File: src/rtl/bio_pkg.sv
package bio_pkg;
  localparam int ADDR_W = 16;
  localparam int DATA_W = 8;
  localparam int PORT_W = 5;
  localparam int OFF_W  = ADDR_W - 2;

  typedef enum logic [1:0] {
    BANK_RAM    = 2'b00,
    BANK_ROM    = 2'b01,
    BANK_PERIPH = 2'b10,
    BANK_NONE   = 2'b11
  } bank_e;

  localparam logic [ADDR_W-1:0] ROM_BASE    = 16'h4000;
  localparam logic [ADDR_W-1:0] PERIPH_BASE = 16'h8000;

  localparam logic [OFF_W-1:0] OFF_BUTTON  = 14'h000;
  localparam logic [OFF_W-1:0] OFF_LED     = 14'h008;
  localparam logic [OFF_W-1:0] OFF_TONE_LO = 14'h009;
  localparam logic [OFF_W-1:0] OFF_TONE_HI = 14'h00A;
  localparam logic [OFF_W-1:0] OFF_TONE_EN = 14'h00B;

  function automatic bank_e bank_of(input logic [ADDR_W-1:0] a);
    return bank_e'(a[ADDR_W-1:ADDR_W-2]);
  endfunction

  function automatic logic [OFF_W-1:0] offset_of(input logic [ADDR_W-1:0] a);
    return a[OFF_W-1:0];
  endfunction

  // Output ports use all five bits, input ports only the low three.
  function automatic logic [ADDR_W-1:0] port_to_addr(input logic is_out,
                                                     input logic [PORT_W-1:0] port);
    logic [PORT_W-1:0] p;
    p = is_out ? port : {2'b00, port[2:0]};
    return PERIPH_BASE | {{(ADDR_W-PORT_W){1'b0}}, p};
  endfunction
endpackage

File: src/rtl/bio_access_mux.sv
module bio_access_mux
  import bio_pkg::*;
(
  input  logic [ADDR_W-1:0] cpu_addr,
  input  logic              cpu_rd,
  input  logic              cpu_wr,
  input  logic              io_rd,
  input  logic              io_wr,
  input  logic [PORT_W-1:0] io_port,
  output logic [ADDR_W-1:0] eff_addr,
  output logic              acc_rd,
  output logic              acc_wr,
  output logic              acc_io
);
  always_comb begin
    acc_io = io_rd | io_wr;
    if (io_wr) begin
      eff_addr = port_to_addr(1'b1, io_port);
      acc_rd   = 1'b0;
      acc_wr   = 1'b1;
    end else if (io_rd) begin
      eff_addr = port_to_addr(1'b0, io_port);
      acc_rd   = 1'b1;
      acc_wr   = 1'b0;
    end else begin
      eff_addr = cpu_addr;
      acc_rd   = cpu_rd;
      acc_wr   = cpu_wr;
    end
  end
endmodule

File: src/rtl/bio_periph.sv
module bio_periph
  import bio_pkg::*;
(
  input  logic              clk,
  input  logic              rst_n,
  input  logic [ADDR_W-1:0] eff_addr,
  input  logic              acc_rd,
  input  logic              acc_wr,
  input  logic [DATA_W-1:0] wdata,
  input  logic              btn_user,
  output logic [DATA_W-1:0] rdata,
  output logic [DATA_W-1:0] led_port,
  output logic [2*DATA_W-1:0] tone_div,
  output logic              tone_en
);
  localparam int TONE_BYTES = 2;
  localparam logic [OFF_W-1:0] TONE_OFF [TONE_BYTES] = '{OFF_TONE_LO, OFF_TONE_HI};

  logic             in_bank;
  logic [OFF_W-1:0] off;
  logic             wr_hit;

  assign in_bank = (bank_of(eff_addr) == BANK_PERIPH);
  assign off     = offset_of(eff_addr);
  assign wr_hit  = acc_wr & in_bank;

  always_comb begin
    rdata = '0;
    if (acc_rd && in_bank && off == OFF_BUTTON) rdata = {{(DATA_W-1){1'b0}}, btn_user};
  end

  always_ff @(posedge clk or negedge rst_n) begin
    if (!rst_n)                        led_port <= '0;
    else if (wr_hit && off == OFF_LED) led_port <= wdata;
  end

  for (genvar i = 0; i < TONE_BYTES; i++) begin : g_tone
    always_ff @(posedge clk or negedge rst_n) begin
      if (!rst_n)                            tone_div[i*DATA_W +: DATA_W] <= '0;
      else if (wr_hit && off == TONE_OFF[i]) tone_div[i*DATA_W +: DATA_W] <= wdata;
    end
  end

  always_ff @(posedge clk or negedge rst_n) begin
    if (!rst_n)                            tone_en <= 1'b0;
    else if (wr_hit && off == OFF_TONE_EN) tone_en <= wdata[0];
  end
endmodule

File: src/rtl/bio_boot.sv
module bio_boot
  import bio_pkg::*;
(
  input  logic              clk,
  input  logic              rst_n,
  input  logic              btn_boot,
  output logic [ADDR_W-1:0] boot_addr,
  output logic              boot_valid
);
  logic from_ram;

  always_ff @(posedge clk or negedge rst_n) begin
    if (!rst_n) begin
      boot_valid <= 1'b0;
      from_ram   <= 1'b0;
    end else if (!boot_valid) begin
      boot_valid <= 1'b1;
      from_ram   <= btn_boot;
    end
  end

  assign boot_addr = from_ram ? '0 : ROM_BASE;
endmodule

File: src/rtl/bank_io_decoder.sv
module bank_io_decoder
  import bio_pkg::*;
#(
  parameter int RAM_AW = 8,
  parameter int ROM_AW = 14
) (
  input  logic                clk,
  input  logic                rst_n,
  input  logic [ADDR_W-1:0]   cpu_addr,
  input  logic                cpu_rd,
  input  logic                cpu_wr,
  input  logic [DATA_W-1:0]   cpu_wdata,
  input  logic                io_rd,
  input  logic                io_wr,
  input  logic [PORT_W-1:0]   io_port,
  output logic [DATA_W-1:0]   cpu_rdata,
  output logic [RAM_AW-1:0]   ram_addr,
  output logic                ram_we,
  output logic [DATA_W-1:0]   ram_wdata,
  input  logic [DATA_W-1:0]   ram_rdata,
  output logic [ROM_AW-1:0]   rom_addr,
  input  logic [DATA_W-1:0]   rom_rdata,
  input  logic                btn_user,
  input  logic                btn_boot,
  output logic [DATA_W-1:0]   led_port,
  output logic [2*DATA_W-1:0] tone_div,
  output logic                tone_en,
  output logic [ADDR_W-1:0]   boot_addr,
  output logic                boot_valid
);
  // Named internal events, also seen by the bound checker
  logic [ADDR_W-1:0] eff_addr;
  logic              acc_rd;
  logic              acc_wr;
  logic              acc_io;
  bank_e             bank;
  logic [DATA_W-1:0] periph_rdata;

  bio_access_mux u_mux (
    .cpu_addr (cpu_addr),
    .cpu_rd   (cpu_rd),
    .cpu_wr   (cpu_wr),
    .io_rd    (io_rd),
    .io_wr    (io_wr),
    .io_port  (io_port),
    .eff_addr (eff_addr),
    .acc_rd   (acc_rd),
    .acc_wr   (acc_wr),
    .acc_io   (acc_io)
  );

  bio_periph u_periph (
    .clk      (clk),
    .rst_n    (rst_n),
    .eff_addr (eff_addr),
    .acc_rd   (acc_rd),
    .acc_wr   (acc_wr),
    .wdata    (cpu_wdata),
    .btn_user (btn_user),
    .rdata    (periph_rdata),
    .led_port (led_port),
    .tone_div (tone_div),
    .tone_en  (tone_en)
  );

  bio_boot u_boot (
    .clk        (clk),
    .rst_n      (rst_n),
    .btn_boot   (btn_boot),
    .boot_addr  (boot_addr),
    .boot_valid (boot_valid)
  );

  assign bank      = bank_of(eff_addr);
  assign ram_addr  = eff_addr[RAM_AW-1:0];
  assign rom_addr  = eff_addr[ROM_AW-1:0];
  assign ram_wdata = cpu_wdata;
  assign ram_we    = acc_wr && (bank == BANK_RAM);

  always_comb begin
    cpu_rdata = '0;
    if (acc_rd) begin
      unique case (bank)
        BANK_RAM:    cpu_rdata = ram_rdata;
        BANK_ROM:    cpu_rdata = rom_rdata;
        BANK_PERIPH: cpu_rdata = periph_rdata;
        BANK_NONE:   cpu_rdata = '0;
      endcase
    end
  end
endmodule

File: config.mk
export PLATFORM = sky130hd
export DESIGN_NAME = bank_io_decoder
export DESIGN_NICKNAME = d
export VERILOG_FILES = /design/src/rtl/bio_pkg.sv /design/src/rtl/bio_access_mux.sv /design/src/rtl/bio_periph.sv /design/src/rtl/bio_boot.sv /design/src/rtl/bank_io_decoder.sv
export SDC_FILE = /design/constraint.sdc
export NUM_CORES = 1
export LEC_CHECK = 0
export CAP_MARGIN = 40
export CORE_MARGIN = 2
export CORE_UTILIZATION = 40
export CTS_CLUSTER_DIAMETER = 80
export DETAILED_ROUTE_END_ITERATION = 10
export DONT_BUFFER_PORTS = 1
export MAX_ROUTING_LAYER = met4
export PLACE_DENSITY_LB_ADDON = 0.2
export SLEW_MARGIN = 5
export SYNTH_ARGS = -nofsm -noshare
export SYNTH_HDL_FRONTEND = slang
export SYNTH_SLANG_ARGS = --single-unit
export TNS_END_PERCENT = 10
File: constraint.sdc
create_clock -name clk -period 2 [get_ports clk]
set_input_delay 0.2 -clock clk [delete_from_list [all_inputs] [get_ports clk]]
set_output_delay 0.2 -clock clk [all_outputs]
set_load 0.01 [all_outputs]
==> impl_results.md, run 1 <==
* Worst-margin pin slew at ~0.68 ns
* Clock Tree Buf Depth at 2
* Critical Path Start Type: primary input
* Element type at the critical path end: output port
* Crit path max-delay family: simple AND/OR/NAND/NOR gates
* Bufs and invs on worst path at 1
* Final hold violations at 0
* Port Buffers at 0
* Flop2flop setup slack at ~1.1 ns
* Commonest non-fill, non-tap cells in the layout: dfrtp_1, mux2_2, conb_1
* Core area at slightly above 0.004 mm²
* Root Driver: clkbuf_8
* Skew-Pair Late Insertion Delay at between 0.2 and 0.3 ns
* WL final at ~3.6 mm
* # diodes at 0
* Status: complete, no violations
* Slowest cell delay on critical path at around 0.56 ns
* Yosys reg bits at 27
* Post-synth ARST share at 1.00
* Tcrit/Tclk final at 0.941
* RePlAce Congestion at between 0.7 and 0.8
* Worst R2R Start: u_boot.boot_valid
* Synth Flop Type: dfrtp_1
* Vias at roughly 1100
* Full die area at between 0.004 and 0.005 mm²
* RSZ-0062 raised after global routing: false
* DPL Wire Length at 2.85 mm
* Final Instance Count excl. Fillers at 201
* Num CTS Buffers at 3
* Vias per cell at ~5.4
* # setup viols final at 0
* Relative slew slack at 0.539
* Clock tree sinks at 27
* Mapped Area at 0.00173 mm²
* Die H at 69.7 µm
* Minimum clock period after layout at roughly 1.9 ns
* Vias in the first global route at between 1000 and 1500
* Slowest stage cell, crit path: or4_1
* Pwr Total at roughly 1.4 mW
* PD cells at between 800 and 900 mW/mm²
* First-pass GRT wire length at approximately 5.5 mm
* Worst vdd ir at between 0.5 and 0.6 mV
* WS Path Type: in2out
* Final nets at 205
* Post-synthesis cell type count at 31
* Hold depth at 1
* Maximum clock rate at roughly 0.53 GHz
* Clock skew at between 0.0003 and 0.0004 ns
* Final Hold Slack at roughly 0.066 ns
* Filler cell count in the final layout at roughly 400
* TritonCTS clock tree: yes
* Drc violations at 0
* First DRT Iteration DRCs at between 40 and 50
* Syn avg cell area at 10.7 µm²
* Total Neg Setup Slack at 0 ns
* All-Layer GR Usage at 0.144
* HP Class: in2reg
* Critical path peak fanout at 2
* IO Pins at around 130
* Syn Inst Count at 161
* Slew Limit Fails at 0
* Hold EP: u_periph.tone_div[8]
* Max_cap viols at 0
* CP Cell Sequence: nor4_1, a32oi_2, or4_1, a211oi_1, buf_4
* Final ANT Viol Nets at 0
* Rows at 23
* Ratio of cells with drive above 1 in the final layout at 0.285
* Hold_sp: cpu_wdata[0]
* Post-synth EDFFs at 0
* Synth warnings at 0
* R2R depth at 1
* 1st-pass router iterations at 4
* Seq/Total Area, Yosys at 0.391
* Inst Count DP at about 200
* Die span in x at 69.7 µm
* Synth-to-layout area growth at -1.30%
* Worst Path Required at ~1.8 ns
* Leak pwr at 0.762 nW
* Commonest non-fill, non-tap cell in the layout: dfrtp_1
* Initial antenna violation count at 0
* Grt ovf at 0
* Wire per inst at 17.8 µm
* Initial Util at 0.423
* FF-to-FF End: u_boot.from_ram
* Largest net degree at the start of global routing at 28
* Worst-path clk slew at ~0.09 ns
* CTS H-tree depth at 1
* Critical path arrival at between 1.5 and 2 ns
## Yosys cell counts (2+ instances only)
| cell | count | area (µm²) |
|---|---|---|
| o21ai_0 | 4 | 20.0 |
| a31oi_1 | 4 | 25.0 |
| mux2_1 | 2 | 22.5 |
| inv_1 | 5 | 18.8 |
| nor4_1 | 4 | 25.0 |
| nor2_1 | 9 | 33.8 |
| clkbuf_1 | 2 | 7.51 |
| nand2_1 | 9 | 33.8 |
| mux2_2 | 24 | 270 |
| nor4_4 | 3 | 63.8 |
| dfrtp_1 | 27 | 676 |
| a32oi_2 | 2 | 32.5 |
| mux2i_1 | 7 | 70.1 |
| and2_1 | 9 | 56.3 |
| buf_4 | 32 | 240 |
| conb_1 | 2 | 7.51 |
| nor4b_1 | 2 | 17.5 |
## registers in the layout (all words and copies together), names as in the netlist
register and flops:
u_periph.tone_div 16, u_periph.led_port 8, u_boot.from_ram 1, u_periph.tone_en 1
u_boot.boot_valid 1
## what timing repair did
| action | in CTS | in global routing |
|---|---|---|
| hold buffers | 2 | 0 |
| hold endpoints to repair | 27 | 0 |
| endpoints found under the setup margin | 0 | 1 |
| gates resized for setup | 0 | 1 |
| buffers inserted | 0 | 0 |
## cell families (layout without fill, tap and decap cells)
group                  Yosys count  after routing  share of synthesized area
and+or+nand+nor                 45             45                      0.174
buffers and inverters           41             17                      0.164
muxes                           33             33                      0.210
DFF                             27             27                      0.391
AOI/OAI and AO/OA               13             13                     0.0572
other                            2             16                    0.00435
## worst max-delay path by stage
stage / depth (start not counted) / endpoint / startpoint / slack (ns)
6_report: 5 / cpu_rdata[0] / cpu_addr[12] / 0.12
5_1_grt: 5 / cpu_rdata[0] / cpu_addr[12] / 0.04
3_5_place_dp: 6 / u_periph.led_port[5] / cpu_addr[12] / 0.11
3_3_place_gp: 6 / u_periph.tone_div[2] / cpu_addr[11] / 0.14
4_1_cts: 5 / cpu_rdata[0] / cpu_addr[12] / 0.11
2_1_floorplan: 5 / cpu_rdata[0] / cpu_addr[14] / 0.05
## metal layers
metal / share of wire / track usage / vias up
li1: - / - / 492
met1: 0.39 / 0.173 / 522
met2: 0.49 / 0.226 / 66
met3: 0.11 / 0.0610 / 4
met4: 0.0092 / 0.0321 / 0
met5: 0 / - / -
## through the flow
step | util | setup WS, ns | area (µm²)
2_1_floorplan | - | 0.0505 | 1780
3_3_place_gp | 0.397 | 0.141 | 1620
3_5_place_dp | 0.397 | 0.111 | 1620
4_1_cts | 0.416 | 0.107 | 1700
5_1_grt | 0.417 | 0.0447 | 1710
6_report | 0.417 | 0.118 | 1710
## power breakdown
part	internal, mW	switching, mW
combinational	0.131	0.118
clock	0.143	0.156
sequential	0.676	0.159
total	0.949	0.433
## cell type report
type | count | area (µm²) | share of cell area
tap | 50 | 62.6 | 0.0367
timing repair buffer | 8 | 75.1 | 0.0440
inverter | 5 | 18.8 | 0.0110
sequential | 27 | 676 | 0.396
clock buffer | 4 | 45.0 | 0.0264
multi-input combinational | 107 | 828 | 0.486
(Power assumes the default switching activity.)
==> run 2: changes to the inputs <==
Settings changed: ABC_AREA set to 1, CTS_CLUSTER_DIAMETER 80 to unset.
==> impl_results.md, run 2 <==
* DPL Wire Length at 3.10 mm (+8.9%)
* Element type at the critical path end: output port
* Most common cell in the synthesized netlist: nand2_1
* Maximum clock rate at 0.658 GHz (+24%)
* 1st-pass router iterations at 4 (unchanged)
* Filler cell count in the final layout at 472 (+17%)
* Vias in the first global route at 1384 (+38%)
* Leak pwr at 0.934 nW (+23%)
* Minimum clock period after layout at 1.52 ns (-0.363 ns)
* Post-synthesis cell type count at 19 (-39%)
* Grt ovf at 0 (unchanged)
* Flip-flop count of the largest register after layout at 16 (unchanged)
* Post-DP Area at 0.00165 mm² (+1.7%)
* RePlAce Congestion at 0.763 (-1.3%)
* Critical path arrival at 1.32 ns (-0.36 ns)
* First-pass GRT wire length at 6.82 mm (+25%)
* Inst Count DP at 292 (+50%)
* Worst setup margin at 0.481 ns (+0.363 ns)
* Worst R2R Start: u_boot.boot_valid
* Area leader, netlist: dfrtp_1
* Critical Path Start Type: primary input
* # setup viols final at 0 (unchanged)
* Synth Flop Type: dfrtp_1
* Dpl ws at 0.397 ns (+0.286 ns)
* Resize count post-CTS at 0 (unchanged)
* Root Driver: clkbuf_8
* Syn avg cell area at 6.89 µm² (-36%)
* Mapped Area at 0.00177 mm² (+2.5%)
* Port Buffers at 0 (unchanged)
* R2R depth at 2 (+1)
* Ratio of cells with drive above 1 in the final layout at 0.0854 (-0.199)
* CTS H-tree depth at 1 (unchanged)
* PD cells at 732 mW/mm² (-9.6%)
* FF-to-FF End: u_boot.from_ram
* Synth top area share at 0.382 (-0.00940)
* Num CTS Buffers at 3 (unchanged)
* Hold depth at 2 (+1)
* Die H at 70.5 µm (+1.2%)
* IO Pins at 134 (unchanged)
* WS Path Type: in2out
* Setup Buffers After CTS at 0 (unchanged)
* Critical path peak fanout at 15 (+13)
* Initial Util at 0.412 (-0.0105)
* Syn Inst Count at 257 (+60%)
* Synth top cells by count: nand2_1, buf_4, dfrtp_1
* Rows at 24 (+4.3%)
* Slew Limit Fails at 0 (unchanged)
* Final Instance Count excl. Fillers at 298 (+48%)
* Relative slew slack at 0.647 (+0.108)
* Drc violations at 0 (unchanged)
* Largest cells by area after synthesis: dfrtp_1, nand2_1, buf_4
* Hold EP: u_periph.tone_div[15]
* Vias at 1391 (+28%)
* Multi-input logic area at 836 µm² (+0.91%)
* Worst-path clk slew at 0.09 ns (about the same)
* Max_cap viols at 0 (unchanged)
* Largest net degree at the start of global routing at 28 (unchanged)
* Final hold violations at 0 (unchanged)
* Die span in x at 70.5 µm (+1.2%)
* Largest register by flop count: u_periph.tone_div
* Synth warnings at 0 (unchanged)
* First DRT Iteration DRCs at 68 (+42%)
* Skew-Pair Late Insertion Delay at 0.27 ns (about the same)
* Worst Path Required at 1.80 ns (about the same)
* Full die area at 0.00497 mm² (+2.3%)
* Biggest registers after layout: u_periph.tone_div x16, u_periph.led_port x8
* Commonest non-fill, non-tap cell in the layout: nand2_1
* Final nets at 300 (+46%)
* Post-synth EDFFs at 0 (unchanged)
* Final ANT Viol Nets at 0 (unchanged)
* Flop2flop setup slack at 1.31 ns (+0.18 ns)
* Final instance area at 0.00173 mm² (+1.2%)
* Post-CTS Hold Buffers at 2 (unchanged)
* Seq/Total Area, Yosys at 0.382 (-0.00940)
* Wire per inst at 13.7 µm (-23%)
* Post-layout util at 0.402 (-0.0152)
* Yosys reg bits at 27 (unchanged)
* Synth-to-layout area growth at -2.47%
* RSZ-0062 raised after global routing: false
* Post-synth ARST share at 1.00 (unchanged)
* # diodes at 0 (unchanged)
* Clock Tree Buf Depth at 2 (unchanged)
* All-Layer GR Usage at 0.175 (+0.0313)
* Tcrit/Tclk final at 0.759 (-0.181)
* Commonest non-fill, non-tap cells in the layout: nand2_1, dfrtp_1, nor2_1, conb_1, inv_1
* Hold_sp: cpu_wdata[7]
* Total Neg Setup Slack at 0 ns (unchanged)
* Worst-margin pin slew at 0.526 ns (-0.159 ns)
* HP Class: in2reg
* Status: complete, no violations
* Vias per cell at 4.67 (-13%)
* Clock skew at 0.000166 ns (-0.000222 ns)
* Storage cell area at 676 µm² (unchanged)
* TritonCTS clock tree: yes
* Core area at 0.00429 mm² (+5.1%)
* Clock tree sinks at 27 (unchanged)
* Initial antenna violation count at 0 (unchanged)
* WL final at 4.07 mm (+14%)
* Worst vdd ir at 0.411 mV (-22%)
## run 2: cell types whose count changed after synthesis, moves of 7 or more
cell | previous run | this run
a21oi_1 | 1 | 10
and2_1 | 9 | 0
inv_1 | 5 | 15
mux2_2 | 24 | 0
mux2i_1 | 7 | 0
nand2_1 | 9 | 123
nand2_2 | 0 | 7
nor2_1 | 9 | 18
## run 2: final cells by class
type                    instances  area share
multi-input cells             195       0.484
flip-flops and latches         27       0.391
well taps                      52      0.0377
inverters                      16      0.0348
clock buffers                   4      0.0261
repair buffers                  4      0.0261
## run 2: worst max-delay path by stage
stage / start / endpoint / slack, ns / cells after the start
2_1_floorplan: io_rd / cpu_rdata[0] / 0.69 / 7
3_3_place_gp: io_rd / u_periph.tone_div[12] / 0.43 / 8
3_5_place_dp: io_rd / u_periph.tone_div[11] / 0.40 / 9
4_1_cts: io_rd / cpu_rdata[0] / 0.48 / 7
5_1_grt: io_rd / cpu_rdata[0] / 0.21 / 7
6_report: io_rd / cpu_rdata[7] / 0.48 / 5
## run 2: stage by stage
stage,hold slack [ns],power (mW)
2_1_floorplan,-0.0956,0.956
3_3_place_gp,-0.0951,0.947
3_5_place_dp,-0.0953,0.954
4_1_cts,0.0280,1.28
5_1_grt,0.0215,1.35
6_report,0.0315,1.26
## run 2: kinds of logic after synthesis
family | Yosys count | share of synthesized area
flip-flops | 27 | 0.382
buffers and inverters | 49 | 0.176
AND/OR/NAND/NOR | 159 | 0.379
AO/OA/AOI/OAI | 20 | 0.0587
other | 2 | 0.00424
## run 2: power breakdown
group	switching, mW	total (mW)	internal [mW]
registers	0.104	0.733	0.630
logic	0.150	0.222	0.0723
clock network	0.166	0.308	0.143
## run 2: worst max-delay path, stage by stage
cell,delay (ns)
nor2_4,0.25
nand2_1,0.15
nor2_1,0.34
nand2_1,0.10
a21oi_1,0.27
## run 2: metal layers
layer	track usage	vias up	part of all wire
li1	-	713	-
met1	0.232	626	0.43
met2	0.275	50	0.48
met3	0.0570	2	0.083
met4	0.0189	0	0.0020
met5	-	-	0
